## src/rtl/pfc_pkg.sv

```systemverilog
package pfc_pkg;

  // Which signal the fast path converts.
  typedef enum logic [1:0] {
    SRC_PRODUCT = 2'd0,
    SRC_CH1     = 2'd1,
    SRC_CH2     = 2'd2
  } fast_src_e;

  // Decoded operating point for one mode code.
  typedef struct packed {
    logic      fast_base;   // 1: halved divider (doubles every step)
    logic      signed_map;  // 1: centre rate plus signed offset
    logic [2:0] mult_log2;  // fast-path multiplier as a power of two
    fast_src_e src;         // fast-path source
  } mode_cfg_t;

  localparam int NUM_MODES = 8;
  localparam int SHIFT_W   = 4;

  function automatic mode_cfg_t decode_mode(input logic [2:0] code);
    mode_cfg_t c;
    c.fast_base = code[2];
    c.src       = SRC_PRODUCT;
    unique case (code)
      3'd0: begin c.signed_map = 1'b1; c.mult_log2 = 3'd4; end
      3'd1: begin c.signed_map = 1'b0; c.mult_log2 = 3'd3; end
      3'd2: begin c.signed_map = 1'b0; c.mult_log2 = 3'd4; end
      3'd3: begin c.signed_map = 1'b1; c.mult_log2 = 3'd5; c.src = SRC_CH1; end
      3'd4: begin c.signed_map = 1'b1; c.mult_log2 = 3'd4; end
      3'd5: begin c.signed_map = 1'b0; c.mult_log2 = 3'd4; end
      3'd6: begin c.signed_map = 1'b0; c.mult_log2 = 3'd5; end
      default: begin c.signed_map = 1'b1; c.mult_log2 = 3'd4; c.src = SRC_CH2; end
    endcase
    return c;
  endfunction

endpackage

```

## src/rtl/pfc_mode_decode.sv

```systemverilog
module pfc_mode_decode
  import pfc_pkg::*;
(
  input  logic [2:0] mode_sel,
  output mode_cfg_t  cfg
);

  always_comb begin
    cfg = decode_mode(mode_sel);
  end

endmodule

```

## src/rtl/pfc_step_map.sv

```systemverilog
module pfc_step_map
  import pfc_pkg::*;
#(
  parameter int SAMPLE_W = 16,
  parameter int ACC_W    = 34
) (
  input  mode_cfg_t                    cfg,
  input  logic signed [SAMPLE_W-1:0]   power_k,
  input  logic signed [SAMPLE_W-1:0]   ch1_sample,
  input  logic signed [SAMPLE_W-1:0]   ch2_sample,
  output logic [ACC_W-1:0]             lf_step,
  output logic [ACC_W-1:0]             hf_step
);

  localparam int BASE_W = SAMPLE_W + 1;
  localparam int PAD_W  = ACC_W - BASE_W;

  // Centre-offset value: half scale plus the signed word, i.e. MSB flipped.
  function automatic logic [BASE_W-1:0] centred(input logic [SAMPLE_W-1:0] x);
    return {1'b0, ~x[SAMPLE_W-1], x[SAMPLE_W-2:0]};
  endfunction

  // Magnitude, with the most negative code mapping to exactly full scale.
  function automatic logic [BASE_W-1:0] magnitude(input logic [SAMPLE_W-1:0] x);
    logic [BASE_W-1:0] ext;
    ext = {x[SAMPLE_W-1], x};
    return x[SAMPLE_W-1] ? (~ext + 1'b1) : ext;
  endfunction

  logic [BASE_W-1:0]  slow_base;
  logic [BASE_W-1:0]  fast_base;
  logic [SHIFT_W-1:0] lf_shift;
  logic [SHIFT_W-1:0] hf_shift;

  always_comb begin
    slow_base = cfg.signed_map ? centred(power_k) : magnitude(power_k);
    unique case (cfg.src)
      SRC_CH1: fast_base = centred(ch1_sample);
      SRC_CH2: fast_base = centred(ch2_sample);
      default: fast_base = slow_base;
    endcase
    lf_shift = {{(SHIFT_W-1){1'b0}}, cfg.fast_base};
    hf_shift = {1'b0, cfg.mult_log2} + lf_shift;
    lf_step  = {{PAD_W{1'b0}}, slow_base} << lf_shift;
    hf_step  = {{PAD_W{1'b0}}, fast_base} << hf_shift;
  end

endmodule

```

## src/rtl/pfc_phase_accum.sv

```systemverilog
module pfc_phase_accum #(
  parameter int ACC_W = 34
) (
  input  logic             clk,
  input  logic             rst_n,
  input  logic [ACC_W-1:0] step,
  output logic             tick
);

  logic [ACC_W-1:0] phase;
  logic [ACC_W:0]   sum;

  always_comb begin
    sum = {1'b0, phase} + {1'b0, step};
  end

  always_ff @(posedge clk or negedge rst_n) begin
    if (!rst_n) begin
      phase <= '0;
      tick  <= 1'b0;
    end else begin
      phase <= sum[ACC_W-1:0];
      tick  <= sum[ACC_W];
    end
  end

endmodule

```

## src/rtl/pfc_rate_gen.sv

```systemverilog
module pfc_rate_gen
  import pfc_pkg::*;
#(
  parameter int DIV_EXP  = 19,
  parameter int SAMPLE_W = 16
) (
  input  logic                        clk,
  input  logic                        rst_n,
  input  logic [2:0]                  mode_sel,
  input  logic signed [SAMPLE_W-1:0]  power_k,
  input  logic signed [SAMPLE_W-1:0]  ch1_sample,
  input  logic signed [SAMPLE_W-1:0]  ch2_sample,
  output logic                        lf_tick,
  output logic                        hf_tick
);

  localparam int ACC_W   = DIV_EXP + SAMPLE_W - 1;
  localparam int N_PATHS = 2;

  mode_cfg_t        cfg;
  logic [ACC_W-1:0] steps [N_PATHS];
  logic [N_PATHS-1:0] ticks;

  pfc_mode_decode u_decode (
    .mode_sel (mode_sel),
    .cfg      (cfg)
  );

  pfc_step_map #(
    .SAMPLE_W (SAMPLE_W),
    .ACC_W    (ACC_W)
  ) u_map (
    .cfg        (cfg),
    .power_k    (power_k),
    .ch1_sample (ch1_sample),
    .ch2_sample (ch2_sample),
    .lf_step    (steps[0]),
    .hf_step    (steps[1])
  );

  for (genvar p = 0; p < N_PATHS; p++) begin : g_path
    pfc_phase_accum #(
      .ACC_W (ACC_W)
    ) u_acc (
      .clk   (clk),
      .rst_n (rst_n),
      .step  (steps[p]),
      .tick  (ticks[p])
    );
  end

  assign lf_tick = ticks[0];
  assign hf_tick = ticks[1];

endmodule

```

## config.mk

```make
export PLATFORM = sky130hd
export DESIGN_NAME = pfc_rate_gen
export DESIGN_NICKNAME = d
export VERILOG_FILES = /design/src/rtl/pfc_pkg.sv /design/src/rtl/pfc_mode_decode.sv /design/src/rtl/pfc_step_map.sv /design/src/rtl/pfc_phase_accum.sv /design/src/rtl/pfc_rate_gen.sv
export SDC_FILE = /design/constraint.sdc
export NUM_CORES = 1
export LEC_CHECK = 0
export BUFFER_PORTS_ARGS = -buffer_cell sky130_fd_sc_hd__buf_2
export CORE_UTILIZATION = 45
export CTS_CLUSTER_DIAMETER = 150
export DETAILED_ROUTE_END_ITERATION = 12
export HOLD_SLACK_MARGIN = 0.1
export PLACE_DENSITY_LB_ADDON = 0.3
export SLEW_MARGIN = 20
export SYNTH_ARGS = -nofsm -noshare
export SYNTH_HDL_FRONTEND = slang
export SYNTH_SLANG_ARGS = --single-unit
```

## constraint.sdc

```tcl
create_clock -name clk -period 3.45 [get_ports clk]
set_input_delay 0.69 -clock clk [delete_from_list [all_inputs] [get_ports clk]]
set_output_delay 0.69 -clock clk [all_outputs]
set_load 0.005 [all_outputs]
```

Yosys cells after proc, flatten, opt, wreduce, memory -nomap -nowiden
Cells that the tools add are included.

storage, ports and cells
  word-level logic and storage cells = 30
  output and inout port bits = 2
  bits in registers = 70
  input port bits = 53

operators by class
  add/sub/neg operators = 4
  reduce and logical (&&, ||, !) cells = 3
  equal/unequal tests = 8
  bitwise operators = 4
  muxes and demuxes = 5
  shift operators = 2

operators by type and width
  operator                                                               count
  34-bit by 34-bit adder with 35-bit output                              2
  17-bit two-way mux                                                     2
  17-bit one-hot mux with 2 select lines                                 1
  17-bit by 1-bit << shifter with 34-bit output                          1
  17-bit by 4-bit << shifter with 34-bit output                          1
  17-bit by 1-bit adder with 17-bit output, second input constant        1
  17-bit NOT                                                             1
  4-bit one-hot mux with 4 select lines                                  1
  3-bit equality test, second input constant                             3
  3-bit by 2-bit equality test with 1-bit output, second input constant  2
  6-bit OR reduction                                                     1
  3-bit by 1-bit adder with 4-bit output                                 1
  2-bit one-hot mux with 2 select lines                                  1
  3-bit by 1-bit equality test with 1-bit output, second input constant  1
  3-bit zero test                                                        1
  1-bit NOT                                                              3
  2-bit by 1-bit equality test with 1-bit output, second input constant  1
  2-bit equality test, second input constant                             1
  2-bit OR reduction                                                     1

Depth between registers and ports, before layout
  depth after elaboration = 7
  depth in mapped cells = 22
  mapped depth without buffers = 20

Cells and area by module
Synthesis repeated with hierarchy kept, for this count alone.

second synthesis, totals
  cells, all modules = 984
  area, all modules = 8110.3 um2

modules (own cells, without submodules)
  module           cells an instance  area an instance (um2)  seq. area each (um2)  instances
  pfc_phase_accum  313                2876.5                  875.8                 2
  pfc_step_map     348                2298.5                  0.0                   1
  pfc_mode_decode  10                 58.8                    0.0                   1

Worst setup path after synthesis
OpenSTA, ideal clock, no wires.

  path kind = input port to flip-flop
  start point = input mode_sel[2]
  end point = register g_path[1].u_acc.phase[32]
  path buffers = 4
  data arrival time = 5.128 ns
  data required time = 3.327 ns
  path slack = -1.801 ns
  setup time = 0.123 ns
  stages on the path = 20
  cell sequence = buf_2 -> buf_1 -> clkbuf_1 -> o21ai_0 -> ha_1 -> ha_1 -> xnor2_1 -> mux4_2 -> nand2_1 -> o21ai_0 -> ha_1 -> clkbuf_1 -> nand4_1 -> nor3_1 -> o2111ai_1 -> o211ai_1 -> a211oi_1 -> or3_1 -> a311o_1 -> xnor2_1

on the way
  longest elaborated chain between the ends = 7
  elaborated cells between the ends (all ways) = 18
  classes of those cells = add/sub (2); eq/ne (8); shift (1); mux (4); reduce/logical (3)

ends and longest elaborated chain
  element                                                                                         line                   text
  start: declaration                                                                              pfc_rate_gen.sv:9      input logic [2:0] mode_sel,
  3-bit equality test, or another cell as far along                                               pfc_pkg.sv:25          unique case (code)
  6-bit OR reduction (no line) or 2-bit OR reduction (tied branches)                              --
  2-bit one-hot mux with 2 select lines or 4-bit one-hot mux with 4 select lines (tied branches)  pfc_pkg.sv:25
  2-bit equality test, or another cell as far along                                               pfc_step_map.sv:37     unique case (cfg.src)
  17-bit one-hot mux with 2 select lines                                                          pfc_step_map.sv:37
  17-bit by 4-bit << shifter with 34-bit output (*)                                               pfc_step_map.sv:45     hf_step = {{PAD_W{1'b0}}, fast_base} << hf_shift;
  34-bit by 34-bit adder with 35-bit output (*)                                                   pfc_phase_accum.sv:14  sum = {1'b0, phase} + {1'b0, step};
  via g_path[1].u_acc.sum[32]                                                                     pfc_phase_accum.sv:11  logic [ACC_W:0] sum;
  end signal: assignment                                                                          pfc_phase_accum.sv:22  phase <= sum[ACC_W-1:0];
  end: declaration                                                                                pfc_phase_accum.sv:10  logic [ACC_W-1:0] phase;

Mark *: on every way through the listed nets, which the timed path passes. The rest lies on a longest branch.

Worst setup path after layout
  start point = input power_k[2]
  end point = register g_path[1].u_acc.phase[32]

on the way
  longest elaborated chain between the ends = 7

ends and longest elaborated chain
  element                                            line                   text
  start: declaration                                 pfc_rate_gen.sv:10     input logic signed [SAMPLE_W-1:0] power_k,
  17-bit NOT                                         pfc_step_map.sv:27     return x[SAMPLE_W-1] ? (~ext + 1'b1) : ext;
  17-bit by 1-bit adder with 17-bit output           pfc_step_map.sv:27
  17-bit two-way mux                                 pfc_step_map.sv:27
  17-bit two-way mux (*)                             pfc_step_map.sv:36     slow_base = cfg.signed_map ? centred(power_k) : magnitude(power_k);
  17-bit one-hot mux with 2 select lines (*)         pfc_step_map.sv:37
  17-bit by 4-bit << shifter with 34-bit output (*)  pfc_step_map.sv:45
  34-bit by 34-bit adder with 35-bit output (*)      pfc_phase_accum.sv:14
  via g_path[1].u_acc.sum[32]                        pfc_phase_accum.sv:11

Marks and branches as above.

==> summary.txt <==
asr flop ratio synth -> 100%
Setup Skew -> 0.00683 ns
top cell type's share of synthesized area -> 27.6%
critical path type -> in2reg
initial DRC count -> 478
crit path time final -> 4.59 ns
Finished Cell Area -> 0.0103 mm²
Top delay family on crit path -> simple AND/OR/NAND/NOR gates
GR Util All Layers -> 26.3%
final worst setup slack -> -1.14 ns
CTS hold repair buffers -> 0
# rows -> 43
crit-path cells -> buf_6, or4_4, buf_4, nor2_4, a21oi_2, nor2b_1, or3_1, mux4_2, nand2_1, o21ai_1, ha_2, nand4_1, nor3_2, o2111ai_2, o211ai_1, a211oi_2, or3_1, a311o_1, xnor2_1
CTS Buffer Depth -> 2
Synth area leaders -> dfrtp_1 (28%), ha_1 (10%), mux2i_1 (6.6%), xnor2_1 (5.8%), a21oi_1 (5.1%)
Synth Instances -> 756
Cell Area, Synth -> 0.00635 mm²
die area -> 0.0146 mm²
f_max -> 218 MHz
grt total ovfl -> 0
Post-synth top flop -> dfrtp_1
GP Congestion -> 0.957
core area -> 0.0138 mm²
Sw Ratio -> 41.9%
worst-skew pair later-pin latency -> 0.36 ns
die height -> 121 µm
# diodes -> 0
WL/cell -> 17.8 µm
Hold Fails Final Rpt -> 0
area leader, netlist -> dfrtp_1
CTS Root Buffer Type -> clkbuf_16
Clock Sinks -> 70
sequential share of power -> 15.8%
total CTS buffers -> 9
detail-routed via count per cell -> 5.71
top-level I/O count -> 55
Seq cells post-synth -> 70
Worst path max stage delay -> 0.60 ns
pin count of the biggest net entering global routing -> 29
max_cap viols -> 0
outcome -> finished, violations left
count of final setup violators -> 52
Post-route DRC -> 0
critical path startpoint -> power_k[2]
distinct cell type count after synthesis -> 64
CP required -> 3.69 ns
Worst Path Buf+Inv -> 2
Die X -> 121 µm
TritonRoute pass-1 iters -> 5
number of global-route vias before repair -> 6543
period utilization -> 133%
RSZ-0062 raised after global routing -> yes
Slew Viols, Final -> 0
nets@finish -> 1154
global-route wire length before repair -> 30.4 mm
crit path DAT -> 4.83 ns
R2R Path Start -> g_path[1].u_acc.phase[0]
H-tree levels -> 3
failing checks -> negative setup slack
peak supply drop -> 0.000509 V
WL final -> 21.9 mm
via count -> 7026
combinational power share -> 72.7%
total internal power -> 5200 µW
Worst slew margin -> 56.6%
Setup TNS -> -31.86 ns
worst min path class -> in2async
count leader, synth -> dfrtp_1
slowest library cell on the worst path -> or4_4
cell mode on critical path -> or3_1
Initial Util -> 45.9%
CTS clock-pin slew for the worst setup and hold paths -> 0.06 ns
HPWL Detailed -> 13.2 mm
area growth from synthesis to layout -> 62.6%
CTS tree -> yes
worst-margin pin slew -> 0.651 ns
Post-synth EDFFs -> 0
Syn. warnings -> 0
Seq/Total Area, Yosys -> 27.6%
Pleak -> 0.00491 µW
initial antenna violation count -> 0
Max Fanout on Critical Path -> 6
Placed Area -> 0.00842 mm²
clock power share -> 11.5%
Routed Antenna Nets -> 0
Synth top cells by count -> dfrtp_1 (70), a21oi_1 (65), nor2_1 (63)
PwrDens -> 868 mW/mm²
Psw -> 3750 µW
nature of the critical path endpoint -> flip-flop
Mean Syn Cell Area -> 8.40 µm²
Setup crit start kind -> input pin
layout cell share with drive strength beyond 1 -> 49.4%
I/O Buffers -> 54
-- cell usage in the layout (no fill, tap or decap), types with 11 or more instances in the layout --
| master | instances |
|---|---|
| nor2_1 | 49 |
| buf_4 | 218 |
| a21oi_1 | 30 |
| o21ai_2 | 13 |
| buf_6 | 33 |
| xnor2_1 | 34 |
| a21oi_2 | 32 |
| o21ai_0 | 11 |
| inv_1 | 20 |
| xor2_1 | 25 |
| a21o_1 | 26 |
| o21ai_1 | 14 |
| dfrtp_1 | 70 |
| buf_2 | 50 |
| ha_1 | 39 |
| mux2i_1 | 34 |
| nand2_1 | 51 |
| nor3_1 | 11 |
| nand3_1 | 17 |
-- final cells by class --
type,instances,area (µm²)
Clock buffer,10,229
Tap cell,180,225
Multi-Input combinational cell,636,5630
Clock inverter,6,86.3
Timing Repair Buffer,303,2300
Sequential cell,70,1750
Fill cell,892,3500
Inverter,26,100
-- power by group through the flow --
stage	registers [µW]	logic, µW	clock network, µW
floorplan	1350	3070	0
global placement	1390	4600	0
detailed placement	1400	4690	0
CTS	1390	5340	1040
global route	1450	6990	1080
finish	1420	6510	1030
-- worst reg2reg max path, delay by kind of cell (launching register included) --
| kind | cells | cell delay, ns |
|---|---|---|
| compound gates | 5 | 1.03 |
| fa+ha+maj | 2 | 0.53 |
| simple gates | 2 | 0.51 |
| flops | 1 | 0.33 |
| xor+xnor | 1 | 0.14 |
| buf+inv | 1 | 0.04 |
-- cell families after synthesis --
kind of cell / Yosys count / share of synthesized area (%)
buffers and inverters: 59 / 3.80
muxes: 48 / 7.86
other: 1 / 0.0590
and+or+nand+nor: 237 / 18.0
xor gates and xnor gates: 73 / 10.1
DFF: 70 / 27.6
adders and majority gates: 57 / 11.4
AOI/OAI and AO/OA: 211 / 21.2
-- timing repair --
| item | in CTS | in global routing |
|---|---|---|
| pin swaps | 70 | 87 |
| setup buffers | 29 | 35 |
| resized for setup | 92 | 172 |
| setup endpoints to repair | 52 | 55 |
-- flip-flops by register name (all words and copies together) (netlist names) --
register,flops
g_path.u_acc.phase,68
g_path.u_acc.tick,2
-- metal layers --
metal,track usage [%],share of wire [%],vias up
li1,-,-,3311
met1,32.8,41,3342
met2,45.0,49,288
met3,4.48,5.5,85
met4,10.1,4.2,0
met5,0,0,-
-- stage by stage --
| stage | util [%] | worst slack, ns | hold WS (ns) | power, µW | instances |
|---|---|---|---|---|---|
| 2_1_floorplan | - | -1.09 | 0.394 | 4420 | 765 |
| 3_3_place_gp | 60.9 | -1.38 | 0.447 | 5990 | 1162 |
| 3_5_place_dp | 60.9 | -1.51 | 0.452 | 6090 | 1162 |
| 4_1_cts | 67.3 | -1.02 | 0.374 | 7780 | 1203 |
| 5_1_grt | 74.7 | -1.35 | 0.418 | 9520 | 1231 |
| 6_report | 74.7 | -1.14 | 0.350 | 8960 | 1231 |
-- final timing paths --
path	to	slack, ns	cells past startpoint
min in group clk	g_path[0].u_acc.phase[33]	0.46	1
max reg2reg	g_path[1].u_acc.phase[32]	0.75	11
min	g_path[0].u_acc.phase[3]	0.35	1
max	g_path[1].u_acc.phase[32]	-1.14	19
min reg2reg	g_path[0].u_acc.phase[33]	0.46	1
max in group asynchronous	g_path[1].u_acc.phase[28]	2.28	2
(Power assumes the default switching activity.)
